==> src/rtl/ptw_pkg.sv <==
package ptw_pkg;
   localparam int ENT_VALID_BIT = 0;
   localparam int LEAF_WR_BIT   = 2;
   localparam int LEAF_HI_LSB   = 4;
   localparam int PT_ALIGN_LSB  = 6;
   localparam int DIR_ALIGN_LSB = 10;

   typedef enum logic [1:0] {
      FLT_NONE = 2'd0,
      FLT_DIR  = 2'd1,
      FLT_LEAF = 2'd2,
      FLT_PERM = 2'd3
   } flt_e;

   typedef enum logic [2:0] {
      S_IDLE, S_DREQ, S_DWAIT, S_LREQ, S_LWAIT, S_RESP
   } walk_st_e;
endpackage

==> src/rtl/ptw_addr_gen.sv <==
module ptw_addr_gen #(
   parameter int VA_W  = 32,
   parameter int IDX_W = 10,
   parameter int OFF_W = 12,
   parameter int AW    = 32,
   parameter int DB_W  = 22
) (
   input  logic [DB_W-1:0]                        dir_base,
   input  logic [VA_W-1:0]                        va,
   input  logic [AW-ptw_pkg::PT_ALIGN_LSB-1:0]    pt_base,
   output logic [AW-1:0]                          dir_addr,
   output logic [AW-1:0]                          leaf_addr
);
   localparam int DLOW = AW - DB_W;
   localparam int PLOW = ptw_pkg::PT_ALIGN_LSB;

   logic [AW-1:0] dir_off, leaf_off;

   always_comb begin
      dir_off   = AW'({va[VA_W-1 -: IDX_W], 2'b00});
      leaf_off  = AW'({va[OFF_W+IDX_W-1:OFF_W], 2'b00});
      dir_addr  = {dir_base, {DLOW{1'b0}}} + dir_off;
      leaf_addr = {pt_base, {PLOW{1'b0}}} + leaf_off;
   end
endmodule

==> src/rtl/ptw_xlat_cache.sv <==
module ptw_xlat_cache #(
   parameter int TAG_W   = 20,
   parameter int FRAME_W = 28
) (
   input  logic               clk,
   input  logic               rst_n,
   input  logic               flush,
   input  logic [TAG_W-1:0]   lk_tag,
   output logic               hit,
   output logic [FRAME_W-1:0] hit_frame,
   output logic               hit_wr,
   input  logic               fill_en,
   input  logic [TAG_W-1:0]   fill_tag,
   input  logic [FRAME_W-1:0] fill_frame,
   input  logic               fill_wr
);
   logic               vld_q;
   logic [TAG_W-1:0]   tag_q;
   logic [FRAME_W-1:0] frame_q;
   logic               wr_q;

   always_ff @(posedge clk or negedge rst_n) begin
      if (!rst_n) begin
         vld_q   <= 1'b0;
         tag_q   <= '0;
         frame_q <= '0;
         wr_q    <= 1'b0;
      end else if (flush) begin
         vld_q <= 1'b0;
      end else if (fill_en) begin
         vld_q   <= 1'b1;
         tag_q   <= fill_tag;
         frame_q <= fill_frame;
         wr_q    <= fill_wr;
      end
   end

   assign hit       = vld_q && (tag_q == lk_tag) && !flush;
   assign hit_frame = frame_q;
   assign hit_wr    = wr_q;
endmodule

==> src/rtl/ptw_walk_fsm.sv <==
module ptw_walk_fsm
   import ptw_pkg::*;
#(
   parameter int VA_W    = 32,
   parameter int OFF_W   = 12,
   parameter int AW      = 32,
   parameter int DB_W    = 22,
   parameter int PA_W    = 40,
   parameter int TAG_W   = 20,
   parameter int FRAME_W = 28,
   parameter int HI_W    = 8
) (
   input  logic                        clk,
   input  logic                        rst_n,
   input  logic                        req_valid,
   output logic                        req_ready,
   input  logic [VA_W-1:0]             req_vaddr,
   input  logic                        req_write,
   input  logic [DB_W-1:0]             dir_base,
   input  logic                        flush,
   input  logic                        c_hit,
   input  logic [FRAME_W-1:0]          c_frame,
   input  logic                        c_wr,
   output logic [TAG_W-1:0]            lk_tag,
   output logic                        fill_en,
   output logic [TAG_W-1:0]            fill_tag,
   output logic [FRAME_W-1:0]          fill_frame,
   output logic                        fill_wr,
   output logic [VA_W-1:0]             va_q,
   output logic [DB_W-1:0]             base_q,
   output logic [AW-PT_ALIGN_LSB-1:0]  pt_q,
   input  logic [AW-1:0]               dir_addr,
   input  logic [AW-1:0]               leaf_addr,
   output logic                        mem_req,
   output logic [AW-1:0]               mem_addr,
   input  logic                        mem_rsp_valid,
   input  logic [AW-1:0]               mem_rsp_data,
   output logic                        rsp_valid,
   output logic [1:0]                  rsp_code,
   output logic [PA_W-1:0]             rsp_paddr
);
   walk_st_e st;
   logic     wr_q, poison_q;
   flt_e     code_q;
   logic [FRAME_W-1:0] leaf_frame;
   logic               leaf_ok, leaf_wr;

   assign leaf_frame = {mem_rsp_data[LEAF_HI_LSB +: HI_W], mem_rsp_data[AW-1:OFF_W]};
   assign leaf_ok    = mem_rsp_data[ENT_VALID_BIT];
   assign leaf_wr    = mem_rsp_data[LEAF_WR_BIT];

   assign req_ready = (st == S_IDLE);
   assign lk_tag    = req_vaddr[VA_W-1:OFF_W];
   assign mem_req   = (st == S_DREQ) || (st == S_LREQ);
   assign mem_addr  = (st == S_LREQ) ? leaf_addr : dir_addr;
   assign rsp_code  = code_q;

   assign fill_en    = (st == S_LWAIT) && mem_rsp_valid && leaf_ok && !poison_q && !flush;
   assign fill_tag   = va_q[VA_W-1:OFF_W];
   assign fill_frame = leaf_frame;
   assign fill_wr    = leaf_wr;

   always_ff @(posedge clk or negedge rst_n) begin
      if (!rst_n) begin
         st        <= S_IDLE;
         va_q      <= '0;
         wr_q      <= 1'b0;
         base_q    <= '0;
         pt_q      <= '0;
         poison_q  <= 1'b0;
         rsp_valid <= 1'b0;
         code_q    <= FLT_NONE;
         rsp_paddr <= '0;
      end else begin
         if (flush && st != S_IDLE) poison_q <= 1'b1;
         unique case (st)
            S_IDLE: if (req_valid) begin
               va_q     <= req_vaddr;
               wr_q     <= req_write;
               base_q   <= dir_base;
               poison_q <= 1'b0;
               if (c_hit) begin
                  rsp_valid <= 1'b1;
                  rsp_paddr <= {c_frame, req_vaddr[OFF_W-1:0]};
                  code_q    <= (req_write && !c_wr) ? FLT_PERM : FLT_NONE;
                  st        <= S_RESP;
               end else begin
                  st <= S_DREQ;
               end
            end
            S_DREQ: st <= S_DWAIT;
            S_DWAIT: if (mem_rsp_valid) begin
               if (!mem_rsp_data[ENT_VALID_BIT]) begin
                  code_q    <= FLT_DIR;
                  rsp_valid <= 1'b1;
                  st        <= S_RESP;
               end else begin
                  pt_q <= mem_rsp_data[AW-1:PT_ALIGN_LSB];
                  st   <= S_LREQ;
               end
            end
            S_LREQ: st <= S_LWAIT;
            S_LWAIT: if (mem_rsp_valid) begin
               rsp_valid <= 1'b1;
               st        <= S_RESP;
               if (!leaf_ok) begin
                  code_q <= FLT_LEAF;
               end else begin
                  rsp_paddr <= {leaf_frame, va_q[OFF_W-1:0]};
                  code_q    <= (wr_q && !leaf_wr) ? FLT_PERM : FLT_NONE;
               end
            end
            S_RESP: begin
               rsp_valid <= 1'b0;
               st        <= S_IDLE;
            end
            default: st <= S_IDLE;
         endcase
      end
   end
endmodule

==> src/rtl/ptw_top.sv <==
module ptw_top
   import ptw_pkg::*;
#(
   parameter int VA_W      = 32,
   parameter int IDX_W     = 10,
   parameter int OFF_W     = 12,
   parameter int AW        = 32,
   parameter int PA_W      = 40,
   parameter int DB_W      = AW - DIR_ALIGN_LSB,
   parameter bit USE_CACHE = 1'b1
) (
   input  logic             clk,
   input  logic             rst_n,
   input  logic             req_valid,
   output logic             req_ready,
   input  logic [VA_W-1:0]  req_vaddr,
   input  logic             req_write,
   input  logic [DB_W-1:0]  dir_base,
   input  logic             flush,
   output logic             mem_req,
   output logic [AW-1:0]    mem_addr,
   input  logic             mem_rsp_valid,
   input  logic [AW-1:0]    mem_rsp_data,
   output logic             rsp_valid,
   output logic             rsp_fault,
   output logic [1:0]       rsp_code,
   output logic [PA_W-1:0]  rsp_paddr
);
   localparam int TAG_W   = VA_W - OFF_W;
   localparam int FRAME_W = PA_W - OFF_W;
   localparam int HI_W    = PA_W - AW;

   initial begin
      assert (VA_W == 2*IDX_W + OFF_W) else $error("address split does not cover input width");
      assert (LEAF_HI_LSB + HI_W <= OFF_W) else $error("upper frame bits do not fit in leaf");
      assert (DB_W == AW - DIR_ALIGN_LSB) else $error("directory base width mismatch");
   end

   logic [TAG_W-1:0]   lk_tag, fill_tag;
   logic [FRAME_W-1:0] c_frame, fill_frame;
   logic               c_hit, c_wr, fill_en, fill_wr;
   logic [VA_W-1:0]    va_q;
   logic [DB_W-1:0]    base_q;
   logic [AW-PT_ALIGN_LSB-1:0] pt_q;
   logic [AW-1:0]      dir_addr, leaf_addr;

   ptw_addr_gen #(.VA_W(VA_W), .IDX_W(IDX_W), .OFF_W(OFF_W), .AW(AW), .DB_W(DB_W)) u_agen (
      .dir_base(base_q), .va(va_q), .pt_base(pt_q),
      .dir_addr(dir_addr), .leaf_addr(leaf_addr)
   );

   generate
      if (USE_CACHE) begin : g_cache
         ptw_xlat_cache #(.TAG_W(TAG_W), .FRAME_W(FRAME_W)) u_cache (
            .clk(clk), .rst_n(rst_n), .flush(flush), .lk_tag(lk_tag),
            .hit(c_hit), .hit_frame(c_frame), .hit_wr(c_wr),
            .fill_en(fill_en), .fill_tag(fill_tag), .fill_frame(fill_frame), .fill_wr(fill_wr)
         );
      end else begin : g_nocache
         assign c_hit   = 1'b0;
         assign c_frame = '0;
         assign c_wr    = 1'b0;
      end
   endgenerate

   ptw_walk_fsm #(
      .VA_W(VA_W), .OFF_W(OFF_W), .AW(AW), .DB_W(DB_W), .PA_W(PA_W),
      .TAG_W(TAG_W), .FRAME_W(FRAME_W), .HI_W(HI_W)
   ) u_fsm (
      .clk(clk), .rst_n(rst_n),
      .req_valid(req_valid), .req_ready(req_ready), .req_vaddr(req_vaddr),
      .req_write(req_write), .dir_base(dir_base), .flush(flush),
      .c_hit(c_hit), .c_frame(c_frame), .c_wr(c_wr), .lk_tag(lk_tag),
      .fill_en(fill_en), .fill_tag(fill_tag), .fill_frame(fill_frame), .fill_wr(fill_wr),
      .va_q(va_q), .base_q(base_q), .pt_q(pt_q),
      .dir_addr(dir_addr), .leaf_addr(leaf_addr),
      .mem_req(mem_req), .mem_addr(mem_addr),
      .mem_rsp_valid(mem_rsp_valid), .mem_rsp_data(mem_rsp_data),
      .rsp_valid(rsp_valid), .rsp_code(rsp_code), .rsp_paddr(rsp_paddr)
   );

   assign rsp_fault = rsp_valid && (rsp_code != FLT_NONE);
endmodule

==> config.mk <==
export PLATFORM = sky130hd
export DESIGN_NAME = ptw_top
export DESIGN_NICKNAME = d
export VERILOG_FILES = /design/src/rtl/ptw_pkg.sv /design/src/rtl/ptw_addr_gen.sv /design/src/rtl/ptw_xlat_cache.sv /design/src/rtl/ptw_walk_fsm.sv /design/src/rtl/ptw_top.sv
export SDC_FILE = /design/constraint.sdc
export NUM_CORES = 1
export LEC_CHECK = 0
export ABC_AREA = 1
export BUFFER_PORTS_ARGS = -buffer_cell sky130_fd_sc_hd__buf_2
export CORE_MARGIN = 3
export CORE_UTILIZATION = 63
export CTS_BUF_LIST = sky130_fd_sc_hd__clkbuf_2
export CTS_CLUSTER_SIZE = 14
export DETAILED_ROUTE_END_ITERATION = 16
export GPL_TIMING_DRIVEN = 0
export PLACE_DENSITY = 0.89
export SLEW_MARGIN = 5
export SYNTH_ARGS = -nofsm -noshare
export SYNTH_HDL_FRONTEND = slang
export SYNTH_SLANG_ARGS = --single-unit
==> constraint.sdc <==
create_clock -name clk -period 5.8 [get_ports clk]
set_clock_uncertainty 0.1 [all_clocks]
set_input_delay 1.16 -clock clk [delete_from_list [all_inputs] [get_ports clk]]
set_output_delay 1.16 -clock clk [all_outputs]
set_load 0.005 [all_outputs]
==> parameters.txt <==
Parameter                              Value

STA
  Fin crit period    4.37 ns
  Total negative setup slack    0 ns
  Slew @ Worst Pin    0.704 ns
  Timing-limited maximum frequency    229 MHz
  Final hold violation count    0
  Final critical-path share of the clock period    0.754
  Final Hold Slack    0.145 ns
  Remaining max-slew budget at the tightest pin    0.530
  Final Slew Violations    0
  Setup repair after global routing missed its margin    no
  Final setup fails    0

Setup path
  Data arrival time of the worst path    3.11 ns
  Startpoint types    register
  Required time of the critical path    4.54 ns
  Register-to-Register Setup Slack    3.64 ns
  Crit Reg-Reg Endpoint    u_fsm.va_q[8]
  Cell depth of the worst flop-to-flop path    7
  Crit path from    u_fsm.pt_q[0]
  Master of the slowest instance on the critical path    dfrtp_1
  WS Path Type    reg -> out
  Series of cell instances along the critical path    ha_1 -> fa_1 -> nand3_1 -> nand2_1 -> a21oi_1 -> inv_1 -> a21oi_1 -> o21ai_0 -> o21ai_0 -> buf_2
  Critical-path maximum fanout    6
  Worst Setup End Kind    output port
  Slowest Stage Delay on Critical Path    0.46 ns
  R2R Path Start    u_fsm.st[1]

Global routing
  Vias in the first global route    8539
  Layer with the highest usage    met2
  M2 GR Usage    0.503
  Pin count of the biggest net entering global routing    114
  Number of antenna violations at the first check in global routing    2
  Met1 layer usage reported by global route    0.427
  GR Util met3    0.0523
  Leftover overflow at the end of global routing    0
  Wire length of the first global-routing pass    40600 µm
  Global routing usage summed across all routing layers    0.312

Clocking
  Deepest clock path buffer count    2
  Post-cts gate resize count    0
  CTS tree    built
  Worst-path clk slew    0.25 ns
  Number of H-tree levels    4
  Root buffer selected by CTS    clkbuf_2
  Clock Sink Count    178
  Buffers inserted by post-CTS timing repair    0
  Count of hold buffers inserted by post-cts repair    0
  CTS Buf Count    17
  Clock network latency to the later pin of the worst-skew pair    0.79 ns

Yosys
  Number of warnings reported in the yosys synthesis log    0
  Netlist area before placement    9300 µm²
  Share of Yosys cell area claimed by the top area cell type    0.479
  Largest area contributor in the netlist    dfrtp_1
  Count leader, synth    nand2_1
  Sequential cell area fraction in the yosys report    0.479
  Cell types occupying the most area after synthesis    dfrtp_1 (48%), nand2_1 (18%), o21ai_0 (10%)
  Number of enable-type register cells in the synthesized netlist    0
  Primary flip-flop cell chosen by synthesis mapping    dfrtp_1
  Synthesized flop and latch total    178
  Yosys cell types    37
  Instance count of the mapped netlist    1261
  FFs w/ async S/R, synth    1.00
  Commonest cells post-synth    nand2_1 (455), o21ai_0 (189), dfrtp_1 (178), inv_1 (143), nand3_1 (79)
  Post-Syn Area per Cell    7.38 µm²

Drt
  Number of design rule violations left after detail routing    0
  Drt pass-1 iters    5
  Number of nets with antenna violations after detailed routing    0
  Post-DR wirelength/cell    15.3 µm
  Initial DRC Count    933
  Post-Route WL    25100 µm
  Post-detailed-route via-to-cell ratio    5.53
  Total vias in the final route    9081

Power and ir drop
  Sequential share of power    0.442
  Psw    2160 µW
  Power density of the placed cells    469 nW/µm²
  Net Sw Frac    0.432
  Internal power    2840 µW
  Maximum vdd drop    301 µV
  Relative contribution of the clock network to total power    0.140
  Logic pwr share    0.418
  Cell leakage power    0.00576 µW

Min path
  Class of the tightest hold or removal check    in -> async

Floorplanning
  Starting density of the core    0.657
  Die area    16300 µm²
  Floorplan core area    14100 µm²
  FP Rows    43
  Die Y    128 µm
  Floorplan die width    128 µm
  I/O pin count    170

Layout
  Layout area overhead    14.6%
  Final nets    1549
  Layout cell share with drive strength beyond 1    0.153

Placed design
  Last weighted congestion value of the routability-driven placer    0.935
  Final HPWL DP    19200 µm
  Count of input and output buffers    165

Flow run
  Number of max-cap violations    0

Run status
  Result of the run    finished, final reports clean
layout make-up:
type,instances,area [µm²]
plain buffers,56,256
flip-flops and latches,178,4450
diodes,1,2.50
well taps,180,225
clock inverters,15,179
repair buffers,166,863
fillers,1160,3490
inverters,145,544
clock buffers,17,85.1
multi-input cells,883,4050
power groups by stage:
stage / sequential (µW) / combinational, µW / clock (µW)
after CTS: 2200 / 2080 / 701
after global placement: 2200 / 1980 / 0
final: 2210 / 2090 / 698
after floorplan: 2120 / 1350 / 0
after global routing: 2270 / 2380 / 751
after detailed placement: 2220 / 2070 / 0
cells in the final DEF, fill, tap and decap left out, types with 11 or more instances in the layout:
cell	netlist	layout
nand2_1	455	455
o21ai_0	189	189
dfrtp_1	178	178
buf_2	13	177
inv_1	143	143
nand3_1	79	79
nor2_1	58	58
clkbuf_1	34	34
nand4_1	20	20
clkbuf_2	0	17
a21oi_1	14	14
nor3_1	11	11
registers in the layout (all words and copies together), names as in the netlist, 2 cells and up:
register	count
g_cache.u_cache.hit_frame	28
g_cache.u_cache.tag_q	20
u_fsm.base_q	22
u_fsm.pt_q	26
u_fsm.rsp_code	2
u_fsm.rsp_paddr	40
u_fsm.st	3
u_fsm.va_q	32
worst max path at each step:
stage / to / slack [ns] / cells after the start
after floorplan: mem_addr[16] / 2.77 / 9
after global placement: u_fsm.rsp_paddr[6] / 0.71 / 1
after detailed placement: mem_addr[16] / 2.38 / 10
after CTS: mem_addr[16] / 1.50 / 10
after global routing: mem_addr[12] / 1.18 / 10
final: mem_addr[12] / 1.43 / 10
routing by layer:
metal / vias up / wire [µm] / part of all wire
li1: 4376 / - / -
met5: - / 7 / 0.00028
met1: 4282 / 10400 / 0.42
met2: 358 / 12100 / 0.48
met4: 2 / 711 / 0.028
met3: 63 / 1860 / 0.074
through the flow:
stage / setup slack [ns] / util / area [µm²] / std cells / total power (µW)
after detailed placement: 2.38 / 0.734 / 10400 / 1608 / 4290
after global routing: 1.18 / 0.753 / 10700 / 1641 / 5400
after global placement: 0.710 / 0.732 / 10400 / 1607 / 4180
after floorplan: 2.77 / - / 9300 / 1262 / 3470
final: 1.43 / 0.753 / 10700 / 1641 / 5000
after CTS: 1.50 / 0.753 / 10700 / 1640 / 4980
critical path, delay by kind of cell, from the launching register on:
family                   cells  cell delay [ns]
flip-flops                   1             0.46
adder cells (fa/ha/maj)      2             0.63
AO/OA/AOI/OAI                4             0.67
AND/OR/NAND/NOR              2             0.22
buffers and inverters        2             0.34
logic make-up after synthesis:
group	synth area share
buffers and inverters	0.0861
DFF	0.479
other	0.000403
muxes	0.00121
xor gates and xnor gates	0.0151
adders and majority gates	0.0151
and+or+nand+nor	0.283
AOI/OAI and AO/OA	0.120
Power figures use the tool's default switching activity.
